`config.mk`:
```
export PLATFORM = sky130hd
export DESIGN_NAME = rxr_engine
export DESIGN_NICKNAME = d
export VERILOG_FILES = /design/src/rtl/rxr_pkg.sv /design/src/rtl/rxr_len_counter.sv /design/src/rtl/rxr_ring_ptr.sv /design/src/rtl/rxr_irq.sv /design/src/rtl/rxr_engine.sv
export SDC_FILE = /design/constraint.sdc
export NUM_CORES = 1
export LEC_CHECK = 0
export CAP_MARGIN = 20
export CORE_ASPECT_RATIO = 2
export CORE_UTILIZATION = 50
export DETAILED_ROUTE_END_ITERATION = 10
export PLACE_DENSITY = 0.87
export SLEW_MARGIN = 30
export SYNTH_ARGS = -nofsm -noshare
export SYNTH_HDL_FRONTEND = slang
export SYNTH_SLANG_ARGS = --single-unit
```
`constraint.sdc`:
```
create_clock -name clk -period 3.6 [get_ports clk]
set_input_delay 0.54 -clock clk [delete_from_list [all_inputs] [get_ports clk]]
set_output_delay 0.54 -clock clk [all_outputs]
set_load 0.02 [all_outputs]
```
`src/rtl/rxr_pkg.sv`:
```
package rxr_pkg;

    localparam int LEN_W  = 13;
    localparam int OWN_B  = 31;
    localparam int EOR_B  = 30;
    localparam int FS_B   = 29;
    localparam int LS_B   = 28;
    localparam int RWT_B  = 22;
    localparam int RES_B  = 21;
    localparam int RUNT_B = 20;
    localparam int CRC_B  = 19;

    typedef enum logic [2:0] {
        S_IDLE,
        S_RD_ST,
        S_RD_BA,
        S_RD_WAIT,
        S_RECV,
        S_WB,
        S_DROP
    } rx_state_e;

    typedef struct packed {
        logic crc;
        logic runt;
        logic rwt;
        logic trunc;
    } rx_err_t;

    function automatic logic [31:0] pack_wb(logic eor, rx_err_t e, logic [LEN_W-1:0] len);
        logic [31:0] w;
        w            = '0;
        w[EOR_B]     = eor;
        w[FS_B]      = 1'b1;
        w[LS_B]      = 1'b1;
        w[RWT_B]     = e.rwt;
        w[RUNT_B]    = e.runt;
        w[CRC_B]     = e.crc;
        w[RES_B]     = |e;
        w[LEN_W-1:0] = len;
        return w;
    endfunction

endpackage

```
`src/rtl/rxr_len_counter.sv`:
```
module rxr_len_counter #(
    parameter int LEN_W = 13
) (
    input  logic             clk,
    input  logic             rst,
    input  logic             clr,
    input  logic             inc,
    input  logic [LEN_W-1:0] buf_size,
    output logic [LEN_W-1:0] count,
    output logic             in_buf,
    output logic             trunc
);
    assign in_buf = count < buf_size;

    always_ff @(posedge clk) begin
        if (rst || clr) begin
            count <= '0;
            trunc <= 1'b0;
        end else if (inc) begin
            if (count != {LEN_W{1'b1}})
                count <= count + 1'b1;
            if (!in_buf)
                trunc <= 1'b1;
        end
    end
endmodule

```
`src/rtl/rxr_ring_ptr.sv`:
```
module rxr_ring_ptr #(
    parameter int ADDR_W     = 32,
    parameter int DESC_BYTES = 16
) (
    input  logic              clk,
    input  logic              rst,
    input  logic [ADDR_W-9:0] base_hi,
    input  logic              advance,
    input  logic              wrap,
    output logic [ADDR_W-1:0] addr
);
    localparam logic [ADDR_W-1:0] STEP = ADDR_W'(DESC_BYTES);

    always_ff @(posedge clk) begin
        if (rst)
            addr <= {base_hi, 8'h00};
        else if (advance)
            addr <= wrap ? {base_hi, 8'h00} : addr + STEP;
    end
endmodule

```
`src/rtl/rxr_irq.sv`:
```
module rxr_irq #(
    parameter int MISS_W = 16
) (
    input  logic              clk,
    input  logic              rst,
    input  logic              set_good,
    input  logic              set_err,
    input  logic [1:0]        clr,
    input  logic              miss_inc,
    output logic [1:0]        status,
    output logic [MISS_W-1:0] miss_count
);
    logic [1:0] set_vec;
    assign set_vec = {set_err, set_good};

    always_ff @(posedge clk) begin
        if (rst) begin
            status     <= '0;
            miss_count <= '0;
        end else begin
            status <= (status & ~clr) | set_vec;
            if (miss_inc && miss_count != {MISS_W{1'b1}})
                miss_count <= miss_count + 1'b1;
        end
    end
endmodule

```
`src/rtl/rxr_engine.sv`:
```
module rxr_engine
    import rxr_pkg::*;
#(
    parameter int ADDR_W  = 32,
    parameter int MIN_LEN = 64,
    parameter int MAX_LEN = 1536,
    parameter int MISS_W  = 16
) (
    input  logic              clk,
    input  logic              rst,
    input  logic [ADDR_W-9:0] ring_base,
    input  logic              rx_start,
    input  logic              rx_valid,
    input  logic [7:0]        rx_data,
    input  logic              rx_end,
    input  logic              rx_crc_err,
    input  logic [1:0]        irq_clr,
    output logic              mem_req,
    output logic              mem_we,
    output logic [ADDR_W-1:0] mem_addr,
    output logic [3:0]        mem_be,
    output logic [31:0]       mem_wdata,
    input  logic [31:0]       mem_rdata,
    output logic [ADDR_W-1:0] cur_desc_addr,
    output logic [1:0]        irq_status,
    output logic [MISS_W-1:0] miss_count
);
    localparam int DESC_BYTES = 16;
    localparam logic [ADDR_W-1:0] BA_OFS = ADDR_W'(8);

    rx_state_e         state;
    logic              eor_q;
    logic              crc_q;
    logic [LEN_W-1:0]  bsize_q;
    logic [ADDR_W-1:0] baddr_q;
    logic [LEN_W-1:0]  len;
    logic              in_buf;
    logic              trunc;
    logic              cnt_clr, cnt_inc, ptr_adv, miss_inc;
    logic              err_any;
    rx_err_t           err;
    logic [ADDR_W-1:0] byte_addr;

    assign byte_addr = baddr_q + ADDR_W'(len);

    always_comb begin
        err.crc   = crc_q;
        err.runt  = len < LEN_W'(MIN_LEN);
        err.rwt   = len > LEN_W'(MAX_LEN);
        err.trunc = trunc;
    end
    assign err_any = |err;

    always_ff @(posedge clk) begin
        if (rst) begin
            state   <= S_IDLE;
            eor_q   <= 1'b0;
            crc_q   <= 1'b0;
            bsize_q <= '0;
            baddr_q <= '0;
        end else begin
            case (state)
                S_IDLE:    if (rx_start) state <= S_RD_ST;
                S_RD_ST:   state <= S_RD_BA;
                S_RD_BA: begin
                    eor_q   <= mem_rdata[EOR_B];
                    bsize_q <= mem_rdata[LEN_W-1:0];
                    state   <= mem_rdata[OWN_B] ? S_RD_WAIT : S_DROP;
                end
                S_RD_WAIT: begin
                    baddr_q <= mem_rdata;
                    state   <= S_RECV;
                end
                S_RECV: begin
                    if (rx_end) begin
                        crc_q <= rx_crc_err;
                        state <= S_WB;
                    end
                end
                S_WB:      state <= S_IDLE;
                S_DROP:    if (rx_end) state <= S_IDLE;
                default:   state <= S_IDLE;
            endcase
        end
    end

    always_comb begin
        mem_req   = 1'b0;
        mem_we    = 1'b0;
        mem_addr  = '0;
        mem_be    = 4'h0;
        mem_wdata = '0;
        case (state)
            S_RD_ST: begin
                mem_req  = 1'b1;
                mem_addr = cur_desc_addr;
            end
            S_RD_BA: begin
                mem_req  = 1'b1;
                mem_addr = cur_desc_addr + BA_OFS;
            end
            S_RECV: begin
                if (rx_valid && in_buf) begin
                    mem_req   = 1'b1;
                    mem_we    = 1'b1;
                    mem_addr  = {byte_addr[ADDR_W-1:2], 2'b00};
                    mem_be    = 4'b0001 << byte_addr[1:0];
                    mem_wdata = {4{rx_data}};
                end
            end
            S_WB: begin
                mem_req   = 1'b1;
                mem_we    = 1'b1;
                mem_addr  = cur_desc_addr;
                mem_be    = 4'hF;
                mem_wdata = pack_wb(eor_q, err, len);
            end
            default: ;
        endcase
    end

    assign cnt_clr  = (state == S_RD_ST);
    assign cnt_inc  = (state == S_RECV) && rx_valid;
    assign ptr_adv  = (state == S_WB);
    assign miss_inc = (state == S_RD_BA) && !mem_rdata[OWN_B];

    rxr_len_counter #(.LEN_W(LEN_W)) u_len (
        .clk      (clk),
        .rst      (rst),
        .clr      (cnt_clr),
        .inc      (cnt_inc),
        .buf_size (bsize_q),
        .count    (len),
        .in_buf   (in_buf),
        .trunc    (trunc)
    );

    rxr_ring_ptr #(.ADDR_W(ADDR_W), .DESC_BYTES(DESC_BYTES)) u_ptr (
        .clk     (clk),
        .rst     (rst),
        .base_hi (ring_base),
        .advance (ptr_adv),
        .wrap    (eor_q),
        .addr    (cur_desc_addr)
    );

    rxr_irq #(.MISS_W(MISS_W)) u_irq (
        .clk        (clk),
        .rst        (rst),
        .set_good   (ptr_adv && !err_any),
        .set_err    (ptr_adv && err_any),
        .clr        (irq_clr),
        .miss_inc   (miss_inc),
        .status     (irq_status),
        .miss_count (miss_count)
    );
endmodule

```
==> impl_metrics.json <==
{
  "outcome": "complete, no violations",
  "chipHeight_um": 178,
  "vias_cell": 6.17,
  "grt_pass1_wl_um": 44200,
  "ctsLongestPathBuffers": 2,
  "cts.sink_count": 114,
  "yosysSeqAreaShare_pct": 32.4,
  "grtUsageTotal_pct": 35.0,
  "synth-edff-count": 24,
  "worst-endpoint-arrival_ps": 3040,
  "min_path_type": "reg -> reg",
  "fillerInstances": 1221,
  "total_power_per_unit_cell_area_nw_per_um2": 411,
  "drt_first_iter_violations": 588,
  "rrSetupSlack_ps": 770,
  "timing.final.ws_setup_ps": 16.3,
  "tritoncts.num_buffers": 17,
  "worst_setup_path_start_kind": "flip-flop",
  "required_ps": 3060,
  "final-instance-count-excl-fill": 1457,
  "post_route_drc_violation_count": 0,
  "maxCapViolations": 0,
  "place_worst_setup_slack_ps": 29.5,
  "slew-limit-headroom_pct": 54.3,
  "diodes": 0,
  "netlist-cell-type-count": 69,
  "postPlaceCellArea_um2": 10100,
  "detailed_place_hpwl_um": 21200,
  "routed_wirelength_um": 28300,
  "synth.yosys.warnings": 0,
  "netlist_area_um2": 7770,
  "worst_margin_slew_ps": 685,
  "utilization_pct": 70.1,
  "async_reset_ff_share_pct": 0,
  "placement.io_buffers": 191,
  "dieArea_um2": 16100,
  "worstSkewPairLatency_ps": 420,
  "route.detailed.wl_per_inst_um": 19.4,
  "report.final.hold_viol_count": 0,
  "antenna_found_initial": 0,
  "area_growth_pct": 37.2,
  "period_minus_slack_ps": 3580,
  "final-max-slew-violation-count": 0,
  "synth_ff_type": "sky130_fd_sc_hd__dfxtp_1",
  "rsz_0062_raised_after_global_routing": "yes",
  "globalRouteOverflowTotal": 0,
  "initial_utilization_pct": 51.1,
  "critical_path_start_end_classification": "reg -> out",
  "ir_drop_v": 0.000318,
  "syn-mean-instance-area_um2": 7.47,
  "syn-num-nets": 1143,
  "top_level_i_o_count": 192,
  "crit_path_max_fanout": 4,
  "rows": 64,
  "cts_tree": "built",
  "fin_crit_sh_pct": 99.5,
  "synthCells": 1041,
  "grt_pass1_vias": 8945,
  "worst_r2r_path_depth": 6,
  "final_nets": 1348,
  "cts-root-buf": "sky130_fd_sc_hd__clkbuf_16",
  "cts-hold-fix-buffers": 0,
  "core_area_um2": 15200,
  "rr_endpoint": "u_ptr.addr[15]$_DFFE_PP_",
  "worstReg2RegStart": "state[0]$_SDFFE_PP0P_",
  "fmaxAchievable_ghz": 0.279,
  "stdcell_area_um2": 10700,
  "crit_path_end_kind": "output port",
  "layout-drive-gt1-share_pct": 12.5,
  "worst_setup_path_startpoint": "u_len.count[2]$_SDFFE_PP0P_",
  "worstSetupEndpoint": "mem_addr[29]",
  "placed_cells_incl_taps": 1422,
  "overall_via_count_from_detail_route": 8990,
  "ys_ff_latch": 114,
  "htree_num_levels": 4,
  "grt_max_degree": 43,
  "floorplan.die.width_um": 90.2,
  "report.final.setup_viol": 0,
  "cts.clk_slew.worst_paths_ps": 60,
  "skew_ps": 9.67,
  "drtPass1Iterations": 5,
  "routabilityCongestion": 0.984,
  "power.leakage_nw": 4.15,
  "detail-route-antenna-nets": 0,
  "fin_worst_hold_slack_ps": 455
}
[routing by layer]
metal  track usage [%]  part of all wire, %
met1              33.4                   32
met2              63.3                   51
met3              6.18                  6.9
met4              31.9                  9.9
met5                 0                    0
[report_power, final]
group,total [mW],switching [mW],leakage (nW),internal (mW)
clock network,1.77,0.638,0.304,1.13
logic,1.12,0.682,2.87,0.442
registers,1.49,0.103,0.973,1.38
total,4.38,1.42,4.15,2.96
[cells by family (layout without fill, tap and decap cells)]
group	count (synthesis)	after routing	synth area share, %
simple gates	458	458	28.2
compound gates	260	260	20.5
flops	114	114	32.4
buf+inv	109	327	5.91
xor+xnor	64	64	7.21
fa+ha+maj	30	30	4.92
mux	6	6	0.772
[worst min-delay path by stage]
| stage | startpoint | end | slack, ps | cells after the start |
|---|---|---|---|---|
| CTS | bsize_q[4]$_SDFFE_PP0P_ | bsize_q[4]$_SDFFE_PP0P_ | 450 | 2 |
| detailed placement | bsize_q[3]$_SDFFE_PP0P_ | bsize_q[3]$_SDFFE_PP0P_ | 450 | 2 |
| global route | bsize_q[0]$_SDFFE_PP0P_ | bsize_q[0]$_SDFFE_PP0P_ | 470 | 2 |
| floorplan | baddr_q[30]$_SDFFE_PP0N_ | baddr_q[30]$_SDFFE_PP0N_ | 440 | 2 |
| finish | bsize_q[7]$_SDFFE_PP0P_ | bsize_q[7]$_SDFFE_PP0P_ | 450 | 2 |
| global placement | bsize_q[5]$_SDFFE_PP0P_ | bsize_q[5]$_SDFFE_PP0P_ | 440 | 2 |
[area by class of cell]
type / instances / area [um2] / share of cell area, %
Inverter: 39 / 146 / 1.37
Tap cell: 198 / 248 / 2.32
Timing Repair Buffer: 256 / 2230 / 20.9
Multi-Input combinational cell: 818 / 4900 / 46.0
Clock inverter: 12 / 153 / 1.43
Sequential cell: 114 / 2530 / 23.7
Clock buffer: 20 / 458 / 4.29
[synthesized netlist by cell type, drive strengths merged, types with 5 or more instances]
cell type,number,area (um2)
nand2,191,717
a21oi,103,519
dfxtp,90,1800
nor2,73,277
o21ai,64,320
clkbuf,44,165
nand3,42,210
inv,39,146
xnor2,32,280
xor2,32,280
nand4,31,194
ha,29,363
buf,26,148
edfxtp,24,721
and2,22,138
nor3,22,110
a21o,17,128
and3,15,93.8
nand2b,13,81.3
o221ai,11,96.3
or3,10,62.6
o211ai,9,67.6
a211oi,8,65.1
nor4,7,50.1
a41oi,6,52.6
and4,6,52.6
mux2i,6,60.1
nor3b,6,50.1
o22ai,6,37.5
a211o,5,43.8
nor2b,5,38.8
[registers in the layout, indices dropped and copies added (netlist names), 2 cells and up]
signal and cells:
u_irq.status 2, state 3, u_irq.miss_count 16, bsize_q 13, baddr_q 32, u_len.count 13, u_ptr.addr 32
[cells in the final DEF (no fill, tap or decap), types with 16 or more instances in the layout]
cell	instances
sky130_fd_sc_hd__ha_1	27
sky130_fd_sc_hd__and2_1	21
sky130_fd_sc_hd__nand2_1	191
sky130_fd_sc_hd__a21oi_1	99
sky130_fd_sc_hd__clkbuf_2	26
sky130_fd_sc_hd__xnor2_1	32
sky130_fd_sc_hd__nor2_1	71
sky130_fd_sc_hd__dlygate4sd2_1	28
sky130_fd_sc_hd__clkbuf_16	18
sky130_fd_sc_hd__edfxtp_1	24
sky130_fd_sc_hd__clkdlybuf4s50_1	124
sky130_fd_sc_hd__dfxtp_1	87
sky130_fd_sc_hd__o21ai_0	62
sky130_fd_sc_hd__buf_4	63
sky130_fd_sc_hd__nand4_1	31
sky130_fd_sc_hd__a21o_1	16
sky130_fd_sc_hd__inv_1	39
sky130_fd_sc_hd__nand3_1	42
sky130_fd_sc_hd__xor2_1	32
sky130_fd_sc_hd__nor3_1	21
[critical path: stages (launching register included)]
cell	delay, ps
sky130_fd_sc_hd__dfxtp_1	330
sky130_fd_sc_hd__ha_1	400
sky130_fd_sc_hd__o211ai_1	120
sky130_fd_sc_hd__o211ai_1	310
sky130_fd_sc_hd__nand4b_1	230
sky130_fd_sc_hd__a2111oi_4	360
sky130_fd_sc_hd__buf_4	180
sky130_fd_sc_hd__xor2_1	60
sky130_fd_sc_hd__a221o_1	310
sky130_fd_sc_hd__dlygate4sd2_1	330
[timing repair]
item,in CTS,in global routing
gates resized for setup,79,86
cloned,0,1
setup buffers,0,2
pin swaps,0,3
endpoints found under the setup margin,66,54
[through the flow]
step	setup TNS [ps]	total power, mW
3_5_place_dp	0	2.63
2_1_floorplan	0	2.13
6_report	0	4.38
4_1_cts	0	4.34
3_3_place_gp	0	2.61
5_1_grt	-332	4.52
Note: power is estimated with default switching activity, not from simulation.
